**config.mk**
```make
export PLATFORM = sky130hd
export DESIGN_NAME = gicsr_file
export DESIGN_NICKNAME = d
export VERILOG_FILES = /design/src/rtl/gicsr_pkg.sv /design/src/rtl/gicsr_ctrl.sv /design/src/rtl/gicsr_dp.sv /design/src/rtl/gicsr_file.sv
export SDC_FILE = /design/constraint.sdc
export NUM_CORES = 1
export LEC_CHECK = 0
export BUFFER_PORTS_ARGS = -buffer_cell sky130_fd_sc_hd__buf_2
export CAP_MARGIN = 20
export CORE_MARGIN = 2
export CORE_UTILIZATION = 33
export CTS_BUF_LIST = sky130_fd_sc_hd__clkbuf_16
export DETAILED_ROUTE_END_ITERATION = 16
export PLACE_DENSITY = 0.63
export SYNTH_ARGS = -nofsm -noshare
export SYNTH_HDL_FRONTEND = slang
export SYNTH_SLANG_ARGS = --single-unit
export TNS_END_PERCENT = 20
```
**constraint.sdc**
```tcl
create_clock -name clk -period 1.4 [get_ports clk]
set_input_delay 0.14 -clock clk [delete_from_list [all_inputs] [get_ports clk]]
set_output_delay 0.14 -clock clk [all_outputs]
set_load 0.02 [all_outputs]
```
**src/rtl/gicsr_pkg.sv**
```systemverilog
package gicsr_pkg;
  // Register addresses (placement is this block's own map)
  localparam int unsigned A_VIEW_EN   = 0;
  localparam int unsigned A_VIEW_PEND = 1;
  localparam int unsigned A_HYP_EN    = 2;
  localparam int unsigned A_HYP_PEND  = 3;
  localparam int unsigned A_DELEG     = 4;
  localparam int unsigned A_GEIE      = 5;
  localparam int unsigned A_GEIP      = 6;
  localparam int unsigned A_SCRATCH   = 7;

  // Bit positions that neighbouring logic decodes
  localparam int unsigned SW_VIEW_BIT = 1;
  localparam int unsigned SW_HYP_BIT  = 2;
  localparam int unsigned DELEG_BIT   = 2;

  typedef enum logic [3:0] {
    SEL_ZERO,
    SEL_VIEW_EN,
    SEL_VIEW_PEND,
    SEL_HYP_EN,
    SEL_HYP_PEND,
    SEL_DELEG,
    SEL_GEIE,
    SEL_GEIP,
    SEL_SCRATCH
  } rd_sel_e;

  typedef struct packed {
    logic    wrViewEn;
    logic    wrViewPend;
    logic    wrHypEn;
    logic    wrHypPend;
    logic    wrDeleg;
    logic    wrGeie;
    logic    wrScratch;
    rd_sel_e rdSel;
  } csr_strb_t;
endpackage

```
**src/rtl/gicsr_ctrl.sv**
```systemverilog
module gicsr_ctrl
  import gicsr_pkg::*;
#(
  parameter int unsigned ADDR_W = 4
) (
  input  logic              clk,
  input  logic              rst_n,
  input  logic [ADDR_W-1:0] csrAddr,
  input  logic              csrWe,
  input  logic              delegSw,
  output csr_strb_t         strb
);

  always_comb begin
    strb = '0;
    strb.rdSel = SEL_ZERO;
    case (csrAddr)
      ADDR_W'(A_VIEW_EN): begin
        // view alias is closed unless delegated
        strb.wrViewEn = csrWe & delegSw;
        strb.rdSel    = delegSw ? SEL_VIEW_EN : SEL_ZERO;
      end
      ADDR_W'(A_VIEW_PEND): begin
        strb.wrViewPend = csrWe & delegSw;
        strb.rdSel      = delegSw ? SEL_VIEW_PEND : SEL_ZERO;
      end
      ADDR_W'(A_HYP_EN): begin
        strb.wrHypEn = csrWe;
        strb.rdSel   = SEL_HYP_EN;
      end
      ADDR_W'(A_HYP_PEND): begin
        strb.wrHypPend = csrWe;
        strb.rdSel     = SEL_HYP_PEND;
      end
      ADDR_W'(A_DELEG): begin
        strb.wrDeleg = csrWe;
        strb.rdSel   = SEL_DELEG;
      end
      ADDR_W'(A_GEIE): begin
        strb.wrGeie = csrWe;
        strb.rdSel  = SEL_GEIE;
      end
      ADDR_W'(A_GEIP): begin
        // read-only: no write strobe
        strb.rdSel = SEL_GEIP;
      end
      ADDR_W'(A_SCRATCH): begin
        strb.wrScratch = csrWe;
        strb.rdSel     = SEL_SCRATCH;
      end
      default: strb.rdSel = SEL_ZERO;
    endcase
  end

  // at most one register is written per cycle, and none without csrWe
  p_one_write_r8: assert property (@(posedge clk) disable iff (!rst_n)
    $onehot0({strb.wrViewEn, strb.wrViewPend, strb.wrHypEn, strb.wrHypPend,
              strb.wrDeleg, strb.wrGeie, strb.wrScratch}));
  p_no_write_idle_r8: assert property (@(posedge clk) disable iff (!rst_n)
    !csrWe |-> ({strb.wrViewEn, strb.wrViewPend, strb.wrHypEn, strb.wrHypPend,
                 strb.wrDeleg, strb.wrGeie, strb.wrScratch} == '0));

endmodule

```
**src/rtl/gicsr_dp.sv**
```systemverilog
module gicsr_dp
  import gicsr_pkg::*;
#(
  parameter int unsigned XLEN      = 64,
  parameter int unsigned NUM_GUEST = 8
) (
  input  logic            clk,
  input  logic            rst_n,
  input  csr_strb_t       strb,
  input  logic [XLEN-1:0] csrWdata,
  input  logic [XLEN-1:0] guestPendIn,
  output logic [XLEN-1:0] csrRdata,
  output logic            delegSw
);

  // Mask built at full width so NUM_GUEST = XLEN-1 cannot overflow
  localparam logic [XLEN-1:0] GUEST_MASK = (XLEN'(1) << NUM_GUEST) - XLEN'(1);

  logic            hypSwEn;
  logic            hypSwPend;
  logic            delegQ;
  logic [XLEN-1:0] geieQ;
  logic [XLEN-1:0] geipQ;
  logic [XLEN-1:0] scratchQ;

  assign delegSw = delegQ;

  always_ff @(posedge clk or negedge rst_n) begin
    if (!rst_n) begin
      hypSwEn   <= 1'b0;
      hypSwPend <= 1'b0;
      delegQ    <= 1'b0;
      scratchQ  <= '0;
      geipQ     <= '0;
    end else begin
      if (strb.wrViewEn)        hypSwEn   <= csrWdata[SW_VIEW_BIT];
      else if (strb.wrHypEn)    hypSwEn   <= csrWdata[SW_HYP_BIT];
      if (strb.wrViewPend)      hypSwPend <= csrWdata[SW_VIEW_BIT];
      else if (strb.wrHypPend)  hypSwPend <= csrWdata[SW_HYP_BIT];
      if (strb.wrDeleg)         delegQ    <= csrWdata[DELEG_BIT];
      if (strb.wrScratch)       scratchQ  <= csrWdata;
      geipQ <= guestPendIn & GUEST_MASK;
    end
  end

  generate
    if (NUM_GUEST > 0) begin : g_geie_rw
      always_ff @(posedge clk or negedge rst_n) begin
        if (!rst_n)           geieQ <= '0;
        else if (strb.wrGeie) geieQ <= csrWdata & GUEST_MASK;
      end

      // stored value is the write data cut to the low NUM_GUEST bits
      p_geie_mask_r5: assert property (@(posedge clk) disable iff (!rst_n)
        strb.wrGeie |=> (geieQ == ($past(csrWdata) & GUEST_MASK)));
    end else begin : g_geie_ro
      assign geieQ = '0;
    end
  endgenerate

  always_comb begin
    csrRdata = '0;
    unique case (strb.rdSel)
      SEL_VIEW_EN:   csrRdata[SW_VIEW_BIT] = hypSwEn;
      SEL_VIEW_PEND: csrRdata[SW_VIEW_BIT] = hypSwPend;
      SEL_HYP_EN:    csrRdata[SW_HYP_BIT]  = hypSwEn;
      SEL_HYP_PEND:  csrRdata[SW_HYP_BIT]  = hypSwPend;
      SEL_DELEG:     csrRdata[DELEG_BIT]   = delegQ;
      SEL_GEIE:      csrRdata              = geieQ;
      SEL_GEIP:      csrRdata              = geipQ;
      SEL_SCRATCH:   csrRdata              = scratchQ;
      default:       csrRdata              = '0;
    endcase
  end

  // with the alias closed, only a direct write may move the enable bit
  p_view_en_gate_r3: assert property (@(posedge clk) disable iff (!rst_n)
    (!delegQ && !strb.wrHypEn) |=> $stable(hypSwEn));
  // same rule for the pending bit
  p_view_pend_gate_r4: assert property (@(posedge clk) disable iff (!rst_n)
    (!delegQ && !strb.wrHypPend) |=> $stable(hypSwPend));
  // pending copy tracks the inputs one edge later, masked
  p_pend_track_r6: assert property (@(posedge clk) disable iff (!rst_n)
    1'b1 |=> (geipQ == ($past(guestPendIn) & GUEST_MASK)));
  // scratch holds unless written
  p_scratch_hold_r7: assert property (@(posedge clk) disable iff (!rst_n)
    !strb.wrScratch |=> $stable(scratchQ));

endmodule

```
**src/rtl/gicsr_file.sv**
```systemverilog
module gicsr_file
  import gicsr_pkg::*;
#(
  parameter int unsigned XLEN      = 64,
  parameter int unsigned NUM_GUEST = 8,
  parameter int unsigned ADDR_W    = 4
) (
  input  logic              clk,
  input  logic              rst_n,
  input  logic [ADDR_W-1:0] csrAddr,
  input  logic [XLEN-1:0]   csrWdata,
  input  logic              csrWe,
  output logic [XLEN-1:0]   csrRdata,
  input  logic [XLEN-1:0]   guestPendIn
);

  csr_strb_t strb;
  logic      delegSw;

  gicsr_ctrl #(.ADDR_W(ADDR_W)) ctrl_i (
    .clk     (clk),
    .rst_n   (rst_n),
    .csrAddr (csrAddr),
    .csrWe   (csrWe),
    .delegSw (delegSw),
    .strb    (strb)
  );

  gicsr_dp #(.XLEN(XLEN), .NUM_GUEST(NUM_GUEST)) dp_i (
    .clk         (clk),
    .rst_n       (rst_n),
    .strb        (strb),
    .csrWdata    (csrWdata),
    .guestPendIn (guestPendIn),
    .csrRdata    (csrRdata),
    .delegSw     (delegSw)
  );

  // closed view reads as zero
  p_view_read_zero_r2: assert property (@(posedge clk) disable iff (!rst_n)
    ((csrAddr == ADDR_W'(A_VIEW_EN)) && !delegSw) |-> (csrRdata == '0));
  // addresses beyond the map read zero
  p_unimpl_zero_r8: assert property (@(posedge clk) disable iff (!rst_n)
    (csrAddr > ADDR_W'(A_SCRATCH)) |-> (csrRdata == '0));

endmodule

```
==> flow_summary.toml, run 1 <==
[routing]
post_drt_via_cell_ratio = 4.68
drt_iter0_markers = 63
drc_errors = 0
wire_per_inst_um = 14.6
drtAntennaViolNets = 0
wirelength_mm = 8.53
via_count = 2737
dr.pass1.iters = 4

[cts]
path_clk_slew_ps = 70
clkLatencyLatePin_ps = 330
h-tree-depth = 3
clock_sinks = 83
numCtsBuffers = 9
cts_tree = "done"
cts_root_buf = "clkbuf_16"
cts_buffer_depth = 2

[pwr]
power_density_nw_per_um2 = 1280
ir_drop_mv = 0.992
total_leakage_power_nw = 2.63

[timing]
finalCritPeriodShare_pct = 109
rsz0062_at_grt = "true"
maxSlewHeadroom_pct = 70.0
finalSetupViolCount = 8
worst_slew_pin_slew_ps = 450
finClkSkew_ps = 0.972
hold_violations = 0
setup_tns_ps = -565
timing.final.ws_setup_ps = -126
max_freq_mhz = 655
finalCriticalPeriod_ps = 1530
slew_viol_final = 0

[worst_setup_path]
crit_type = "reg -> out"
worst-path-max-fanout = 2
cp_top_family = "flip-flops"
crit_required_ps = 1260
slowest_delay_ps = 380
setup.worst_path.end_class = "primary output"
slowest_stage = "dfrtp_1"
path_buf_inv = 1
cp-start-kind = "register"
path_cells = "mux2_4, a31oi_4, o22ai_2, buf_6"
arrival_ps = 1390

[yosys]
yosys-top-cells-area = "dfrtp_1 (55%), mux2_2 (23%), and2_1 (9.3%)"
ys_ff_latch = 83
avgSynthCellArea_um2 = 13.6
synth_top_family_by_area = "multiplexers"
synthMostInstantiatedCell = "dfrtp_1"
syn-num-nets = 411
synthArstFlopShare_pct = 100
yosysSeqAreaShare_pct = 55.2
yosys_warnings = 0
synth_common_cells = "dfrtp_1 (83), mux2_2 (76), and2_1 (56)"
synthAdderAreaFrac_pct = 0
synth_xor_xnor_area_share_pct = 0
synth_flop_cell = "dfrtp_1"
synthSimpleGateAreaFrac_pct = 13.6
synth_top_area_share_pct = 55.2
syn-instance-count = 276
syn_area_um2 = 3760
synth_compound_area_share_pct = 2.13
synth.distinct_cells = 29
synth_edf_count = 0
synth.area.mux_share_pct = 25.7
synth_top_cell_by_area = "dfrtp_1"

[placed_design]
port_buffers = 142
place_area_um2 = 4680
dp_hpwl_mm = 5.85
gp_congestion = 0.781
pre_cts_slack_ps = -16.1
dp.cells = 558

[status]
violations = "setup timing"
run_status = "finished with violations"

[job]
cap_violations = 0

[global_routing]
overflow = 0
grt_max_degree = 84
antenna_found_initial = 0
grt.total_usage_pct = 14.6
grt_pass1_wl_mm = 14.3
grt_pass1_vias = 2980

[floorplan]
die-width_um = 111
start_util_pct = 33.4
dieArea_um2 = 12300
io_pins = 199
rows = 39
core_um2 = 11300
die_h_um = 111

[final_layout]
area_growth_pct = 36.6
fin_nets = 572
fin_cells = 585
diodes = 0
drive_above_1_share_pct = 59.0
fin_area_um2 = 5140
fillers = 1032

[worst_hold_path]
worstHoldPathType = "in -> reg"
## layout make-up
class	count	area, um2	share of cell area, %
clock buffer	9	225	4.38
clock inverter	7	68.8	1.34
multi-input combinational	176	1610	31.2
sequential	83	2080	40.4
tap	143	179	3.48
timing repair buffer	167	987	19.2
## power breakdown
group          switching (W)  total [W]  internal [W]
Clock               0.000991    0.00237       0.00138
Sequential          0.000222    0.00313       0.00291
Combinational       0.000416    0.00107      0.000654
## state kept, by name, summed over array words and instances (netlist names)
signal          count
dp_i.delegSw        1
dp_i.geieQ          8
dp_i.geipQ          8
dp_i.hypSwEn        1
dp_i.hypSwPend      1
dp_i.scratchQ      64
## routing by layer
metal / vias to the layer above / global-route usage (%) / share of wire, %
met1: 1353 / 16.5 / 42
met4: 0 / 6.17 / 1.9
li1: 1279 / - / -
met3: 13 / 6.45 / 8.2
met5: - / 0 / 0
met2: 92 / 24.1 / 48
## worst reg2reg max path: cells and delay by family, from the launching register on
family	cells	cell delay, ps
AO/OA/AOI/OAI	1	270
buffers and inverters	1	160
flip-flops	1	370
AND/OR/NAND/NOR	1	150
## path summary, 6_finish.rpt
| path | slack (ps) | start | endpoint | cells after the start |
|---|---|---|---|---|
| setup / recovery | -130 | dp_i.hypSwEn | csrRdata[1] | 4 |
| hold / removal | 30 | csrWdata[8] | dp_i.scratchQ[8] | 2 |
| setup reg to reg | 350 | dp_i.delegSw | dp_i.hypSwPend | 3 |
| hold reg to reg | 500 | dp_i.scratchQ[19] | dp_i.scratchQ[19] | 1 |
| max in group asynchronous | 670 | rst_n | dp_i.scratchQ[4] | 3 |
| min in group asynchronous | 370 | rst_n | dp_i.scratchQ[52] | 3 |
## cells in the final DEF (no fill, tap or decap), types with 2 or more instances in the layout
| master | instances |
|---|---|
| buf_2 | 137 |
| clkbuf_16 | 9 |
| dfrtp_1 | 83 |
| nand2b_1 | 2 |
| dlygate4sd3_1 | 9 |
| clkinv_4 | 2 |
| buf_12 | 4 |
| mux2_4 | 7 |
| a211oi_1 | 2 |
| and2_1 | 56 |
| mux2i_1 | 5 |
| mux2_2 | 73 |
| nor3_1 | 2 |
| nor2_1 | 7 |
| nor4b_1 | 2 |
| a22oi_2 | 3 |
| nor2b_1 | 2 |
| buf_4 | 16 |
| a22oi_1 | 3 |
## stage by stage
stage	hold slack, ps	power [W]	util (%)
after detailed placement	212	0.00419	41.5
final	25.8	0.00657	45.6
after global placement	209	0.00412	41.5
after floorplan	-156	0.00379	-
after CTS	8.42	0.00663	45.2
after global routing	10.6	0.00693	45.6
## timing repair
item,CTS,global route
setup buffers,2,0
endpoints found under the setup margin,8,18
hold buffers,9,0
resized for setup,3,11
hold endpoints to repair,91,0
pin swaps,2,2
## logic make-up (layout without fill, tap and decap cells)
logic type             after synthesis  count (layout)
muxes                               85              85
and+or+nand+nor                     80              80
DFF                                 83              83
buffers and inverters               17             183
AOI/OAI and AO/OA                   11              11
Note: power is estimated with default switching activity, not from simulation.
==> run 2, diff against run 1 <==
--- a/config.mk
+++ b/config.mk
@@ -5,13 +5,14 @@
 export SDC_FILE = /design/constraint.sdc
 export NUM_CORES = 1
 export LEC_CHECK = 0
+export ABC_AREA = 1
 export BUFFER_PORTS_ARGS = -buffer_cell sky130_fd_sc_hd__buf_2
 export CAP_MARGIN = 20
 export CORE_MARGIN = 2
 export CORE_UTILIZATION = 33
 export CTS_BUF_LIST = sky130_fd_sc_hd__clkbuf_16
 export DETAILED_ROUTE_END_ITERATION = 16
-export PLACE_DENSITY = 0.63
+export PLACE_DENSITY = 0.69
 export SYNTH_ARGS = -nofsm -noshare
 export SYNTH_HDL_FRONTEND = slang
 export SYNTH_SLANG_ARGS = --single-unit
==> run 2 against run 1 <==
The run now ends clean. Combinational power up 11%. Clock power down 4%. Critical path depth up 1. Via count up 23%. First-iteration DRC count rose to 2.8 times the previous value. Synthesized cell count up 65%. Global-route usage down 0.60 points. Cell count up 31%. Largest cell class unchanged.
==> flow_summary.toml, run 2 <==
[status]
run_status = "finished clean"

[yosys]
synth_edf_count = 0
synthArstFlopShare_pct = 100
syn-num-nets = 591
synth_common_cells = "nor2_1 (111), dfrtp_1 (83), inv_1 (73)"
synth_top_area_share_pct = 52.1
synthSimpleGateAreaFrac_pct = 22.4
synth_xor_xnor_area_share_pct = 0
synthAdderAreaFrac_pct = 0
synthMostInstantiatedCell = "nor2_1"
syn-instance-count = 456
yosys_warnings = 0
yosys-top-cells-area = "dfrtp_1 (52%), a21oi_2 (12%), nor2_1 (10%)"
synth_compound_area_share_pct = 14.6
ys_ff_latch = 83
synth_top_family_by_area = "simple AND/OR/NAND/NOR gates"
synth_flop_cell = "dfrtp_1"
synth_top_cell_by_area = "dfrtp_1"
yosysSeqAreaShare_pct = 52.1
synth.area.mux_share_pct = 0
syn_area_um2 = 3980
avgSynthCellArea_um2 = 8.74
synth.distinct_cells = 18

[worst_setup_path]
crit_type = "reg -> out"
arrival_ps = 1250
crit_start = "dp_i.delegSw"
worst-path-max-fanout = 5
setup.worst_path.end_class = "primary output"
slowest_delay_ps = 420
cp-start-kind = "register"
cp_common_cell = "nand2_1"
path_cells = "nand4_1, nand2_1, nor2_1, nand2_1, buf_2"
ff2ff_setup_slack_ps = 400
slowest_stage = "dfrtp_1"
crit_required_ps = 1260
rr_startpoint = "dp_i.delegSw"

[final_layout]
fin_area_um2 = 5360
fin_util_pct = 45.0
register_area_um2 = 2080
mostFrequentLayoutCells = "buf_2 (133), nor2_1 (109), dfrtp_1 (83)"
regMostFlops = "dp_i.scratchQ"
drive_above_1_share_pct = 40.0
largest_reg_flops = 64
area_growth_pct = 34.4
diodes = 0
reg.largest.list = "dp_i.scratchQ x64, dp_i.geieQ x8, dp_i.geipQ x8"
fillers = 1139
mostFrequentLayoutCell = "buf_2"
fin_nets = 751
multiInputGateArea_um2 = 1490

[cts]
h-tree-depth = 3
numCtsBuffers = 9
cts_tree = "done"
clock_sinks = 83
cts_buffer_depth = 2
cts_root_buf = "clkbuf_16"
path_clk_slew_ps = 60
clkLatencyLatePin_ps = 330

[floorplan]
rows = 40
dieArea_um2 = 13000
io_pins = 199
die-width_um = 114
die_h_um = 114
core_um2 = 11900
start_util_pct = 33.4

[timing]
setup_tns_ps = 0
maxSlewHeadroom_pct = 78.1
rsz0062_at_grt = "true"
worst_slew_pin_slew_ps = 328
finalCritPeriodShare_pct = 99.3
slew_viol_final = 0
max_freq_mhz = 720
finalCriticalPeriod_ps = 1390
hold_violations = 0
finClkSkew_ps = 1.68
finalSetupViolCount = 0

[global_routing]
antenna_found_initial = 0
grt_pass1_vias = 3322
grt.total_usage_pct = 14.0
grt_max_degree = 50
overflow = 0
grt_pass1_wl_mm = 14.4

[placed_design]
dp_hpwl_mm = 6.50
place_area_um2 = 4930
gp_congestion = 0.848
port_buffers = 142

[routing]
dr.pass1.iters = 4
post_drt_via_cell_ratio = 4.39
via_count = 3365
wire_per_inst_um = 11.7
drt_iter0_markers = 178
wirelength_mm = 8.96
drc_errors = 0
drtAntennaViolNets = 0

[pwr]
total_power_w = 0.00648
ir_drop_mv = 0.602
power_density_nw_per_um2 = 1210
total_leakage_power_nw = 3.00

[worst_hold_path]
holdCritStartpoint = "csrWdata[6]"
worstHoldPathType = "in -> reg"

[job]
cap_violations = 0
==> run 2: report_power, final <==
part / switching [W] / internal (W)
logic: 0.000695 / 0.000491
clock network: 0.000923 / 0.00136
registers: 0.000155 / 0.00286
total: 0.00177 / 0.00471
==> run 2: worst max-delay path: cells and delay by family (launching register included) <==
family / cells / cell delay, ps
buffers and inverters: 1 / 160
flip-flops: 1 / 420
AND/OR/NAND/NOR: 4 / 340
==> run 2: layout make-up <==
cell class	count	area share, %
clock buffers	9	4.21
clock inverters	6	1.10
inverters	73	5.12
multi-input cells	278	27.9
flip-flops and latches	83	38.8
well taps	147	3.43
repair buffers	171	19.5
==> run 2: cell families after synthesis <==
family | count (synthesis)
simple gates | 205
buf+inv | 95
flops | 83
compound gates | 73
==> run 2: worst paths after layout <==
path / to / cells after the start
setup / recovery: csrRdata[1] / 5
hold / removal: dp_i.geieQ[6] / 3
setup reg to reg: dp_i.hypSwPend / 6
hold reg to reg: dp_i.scratchQ[6] / 2
max in group asynchronous: dp_i.geieQ[5] / 3
min in group asynchronous: dp_i.scratchQ[37] / 2
==> run 2: through the flow <==
step | cells | setup WS [ps] | hold slack (ps)
2_1_floorplan | 456 | 172 | -156
4_1_cts | 764 | 4.24 | 19.0
6_report | 767 | 10.5 | 36.5
3_5_place_dp | 740 | 18.1 | 32.0
5_1_grt | 767 | -86.2 | 30.5
3_3_place_gp | 740 | 31.2 | 33.0
==> run 2: what timing repair did <==
action                                  in CTS  in global routing
hold buffers                                 9                  0
gates resized for setup                      0                 13
endpoints found under the setup margin       0                 60
endpoints found under the hold margin       71                  0
buffers inserted                             0                  3
==> run 2: layer usage <==
layer	share of wire [%]	track usage, %
met1	45	17.0
met3	6.0	4.57
met2	48	23.1
met4	1.4	5.61
met5	0	0
==> run 3, diff against run 2 <==
--- a/config.mk
+++ b/config.mk
@@ -5,14 +5,13 @@
 export SDC_FILE = /design/constraint.sdc
 export NUM_CORES = 1
 export LEC_CHECK = 0
-export ABC_AREA = 1
 export BUFFER_PORTS_ARGS = -buffer_cell sky130_fd_sc_hd__buf_2
 export CAP_MARGIN = 20
 export CORE_MARGIN = 2
 export CORE_UTILIZATION = 33
 export CTS_BUF_LIST = sky130_fd_sc_hd__clkbuf_16
 export DETAILED_ROUTE_END_ITERATION = 16
-export PLACE_DENSITY = 0.69
+export PLACE_DENSITY = 0.7
 export SYNTH_ARGS = -nofsm -noshare
 export SYNTH_HDL_FRONTEND = slang
 export SYNTH_SLANG_ARGS = --single-unit
==> run 3 against run 2 <==
The flow now finishes with violations (setup timing). Clock skew down 1.7 ps. Critical path depth fell by 1. Total power rose by 4.3%. Global-route usage grew 0.99 points. Routed wire length decreased by 0.22%. First-iteration DRC count decreased by 48%. Clock power rose by 9.6%. Cell count down 22%. Fmax shrank 10%.
==> flow_summary.toml, run 3 (synthesized netlist as in run 1, its figures left out) <==
[timing]
finalSetupViolCount = 8
finalCriticalPeriod_ps = 1550
hold_ws_ps = 28.4
slew_viol_final = 0
max_freq_mhz = 646
hold_violations = 0
setup_tns_ps = -571
worst_slew_pin_slew_ps = 447
finClkSkew_ps = 0.0183
finalCritPeriodShare_pct = 110
timing.final.ws_setup_ps = -147
rsz0062_at_grt = "true"
maxSlewHeadroom_pct = 70.2

[global_routing]
grt_max_degree = 81
grt_pass1_vias = 3005
antenna_found_initial = 1
overflow = 0
grt_pass1_wl_mm = 14.6
grt.total_usage_pct = 15.0

[cts]
cts_buffer_depth = 2
h-tree-depth = 3
numCtsBuffers = 9
path_clk_slew_ps = 60
clock_sinks = 83
cts_tree = "done"
clkLatencyLatePin_ps = 330
cts_root_buf = "clkbuf_16"

[worst_setup_path]
cp-start-kind = "register"
cp_top_family = "flip-flops"
crit_type = "reg -> out"
path_buf_inv = 1
crit_required_ps = 1260
slowest_stage = "dfrtp_1"
arrival_ps = 1410
path_cells = "mux2_4, a31oi_1, o22ai_1, buf_4"
slowest_delay_ps = 400
worst-path-max-fanout = 2
setup.worst_path.end_class = "primary output"

[status]
violations = "setup timing"
run_status = "finished with violations"

[floorplan]
die-width_um = 111
rows = 39
die_h_um = 111
start_util_pct = 33.4
core_um2 = 11300
dieArea_um2 = 12300
io_pins = 199

[final_layout]
register_area_um2 = 2080
reg.largest.list = "dp_i.scratchQ x64, dp_i.geieQ x8, dp_i.geipQ x8"
fillers = 1023
regMostFlops = "dp_i.scratchQ"
mostFrequentLayoutCell = "buf_2"
largest_reg_flops = 64
multiInputGateArea_um2 = 1610
mostFrequentLayoutCells = "buf_2 (133), dfrtp_1 (83), mux2_2 (70)"
fin_nets = 583
drive_above_1_share_pct = 60.7
area_growth_pct = 40.4
fin_cells = 597

[pwr]
ir_drop_mv = 0.684
total_leakage_power_nw = 2.72
power_density_nw_per_um2 = 1280

[routing]
drc_errors = 0
wire_per_inst_um = 15.0
wirelength_mm = 8.94
post_drt_via_cell_ratio = 4.61
drt_iter0_markers = 93
via_count = 2751
drtAntennaViolNets = 0
dr.max_layer_used = "met4"
wl_met3_um = 574
wl_met2_mm = 4.64
wl_met1_mm = 3.53
dr.pass1.iters = 4

[worst_hold_path]
worstHoldPathType = "in -> reg"

[placed_design]
dp_hpwl_mm = 6.32
dp.cells = 567
port_buffers = 142
gp_congestion = 0.791

[job]
cap_violations = 0
## run 3: changes by cell type in the layout (fill, tap and decap cells not counted), sizes merged, moves of 3 or more
| cell | change |
|---|---|
| a21oi | -58 |
| nand4 | -4 |
| a22oi | +6 |
| nor2 | -117 |
| clkinv | +3 |
| o211ai | -5 |
| mux2 | +80 |
| o21ai | -9 |
| mux2i | +5 |
| buf | +7 |
| nand3 | -19 |
| nand2 | -54 |
| and2 | +56 |
| inv | -74 |
## run 3: final timing paths
check,startpoint,end,slack (ps),cells past startpoint
setup reg to reg,dp_i.delegSw,dp_i.hypSwPend,340,3
hold reg to reg,dp_i.scratchQ[45],dp_i.scratchQ[45],500,1
setup / recovery,dp_i.hypSwEn,csrRdata[1],-150,4
max in group asynchronous,rst_n,dp_i.geipQ[6],640,3
min in group asynchronous,rst_n,dp_i.scratchQ[1],140,2
hold / removal,csrWdata[53],dp_i.scratchQ[53],30,2
## run 3: area by class of cell
| class | count | area share, % |
|---|---|---|
| multi-input cells | 176 | 30.5 |
| flip-flops and latches | 83 | 39.3 |
| diodes | 1 | 0.0473 |
| well taps | 143 | 3.38 |
| clock buffers | 9 | 4.26 |
| repair buffers | 178 | 20.8 |
| clock inverters | 7 | 1.75 |
## run 3: power breakdown
part	internal, W	total (W)	switching, W
Clock	0.00156	0.00250	0.000947
Sequential	0.00291	0.00314	0.000231
Combinational	0.000682	0.00111	0.000431
## run 3: what timing repair did
action / 4_1_cts / 5_1_grt
endpoints found under the hold margin: 91 / 0
hold buffers: 9 / 0
endpoints found under the setup margin: 60 / 37
gates resized for setup: 13 / 10
setup buffers: 3 / 1
pin swaps: 6 / 4
## run 3: through the flow
step / util, % / worst slack, ps / total power [W] / cell area, um2
after global routing: 46.9 / -185 / 0.00710 / 5290
after CTS: 46.5 / -153 / 0.00683 / 5240
after detailed placement: 42.2 / -56.1 / 0.00422 / 4760
after floorplan: - / 80.2 / 0.00379 / 3760
final: 46.9 / -147 / 0.00676 / 5290
after global placement: 42.2 / -43.3 / 0.00413 / 4760
## run 3: per-layer routing
layer,vias to the layer above,track usage (%)
met4,0,7.08
li1,1300,-
met1,1347,17.0
met3,15,4.43
met2,89,25.9
met5,-,0
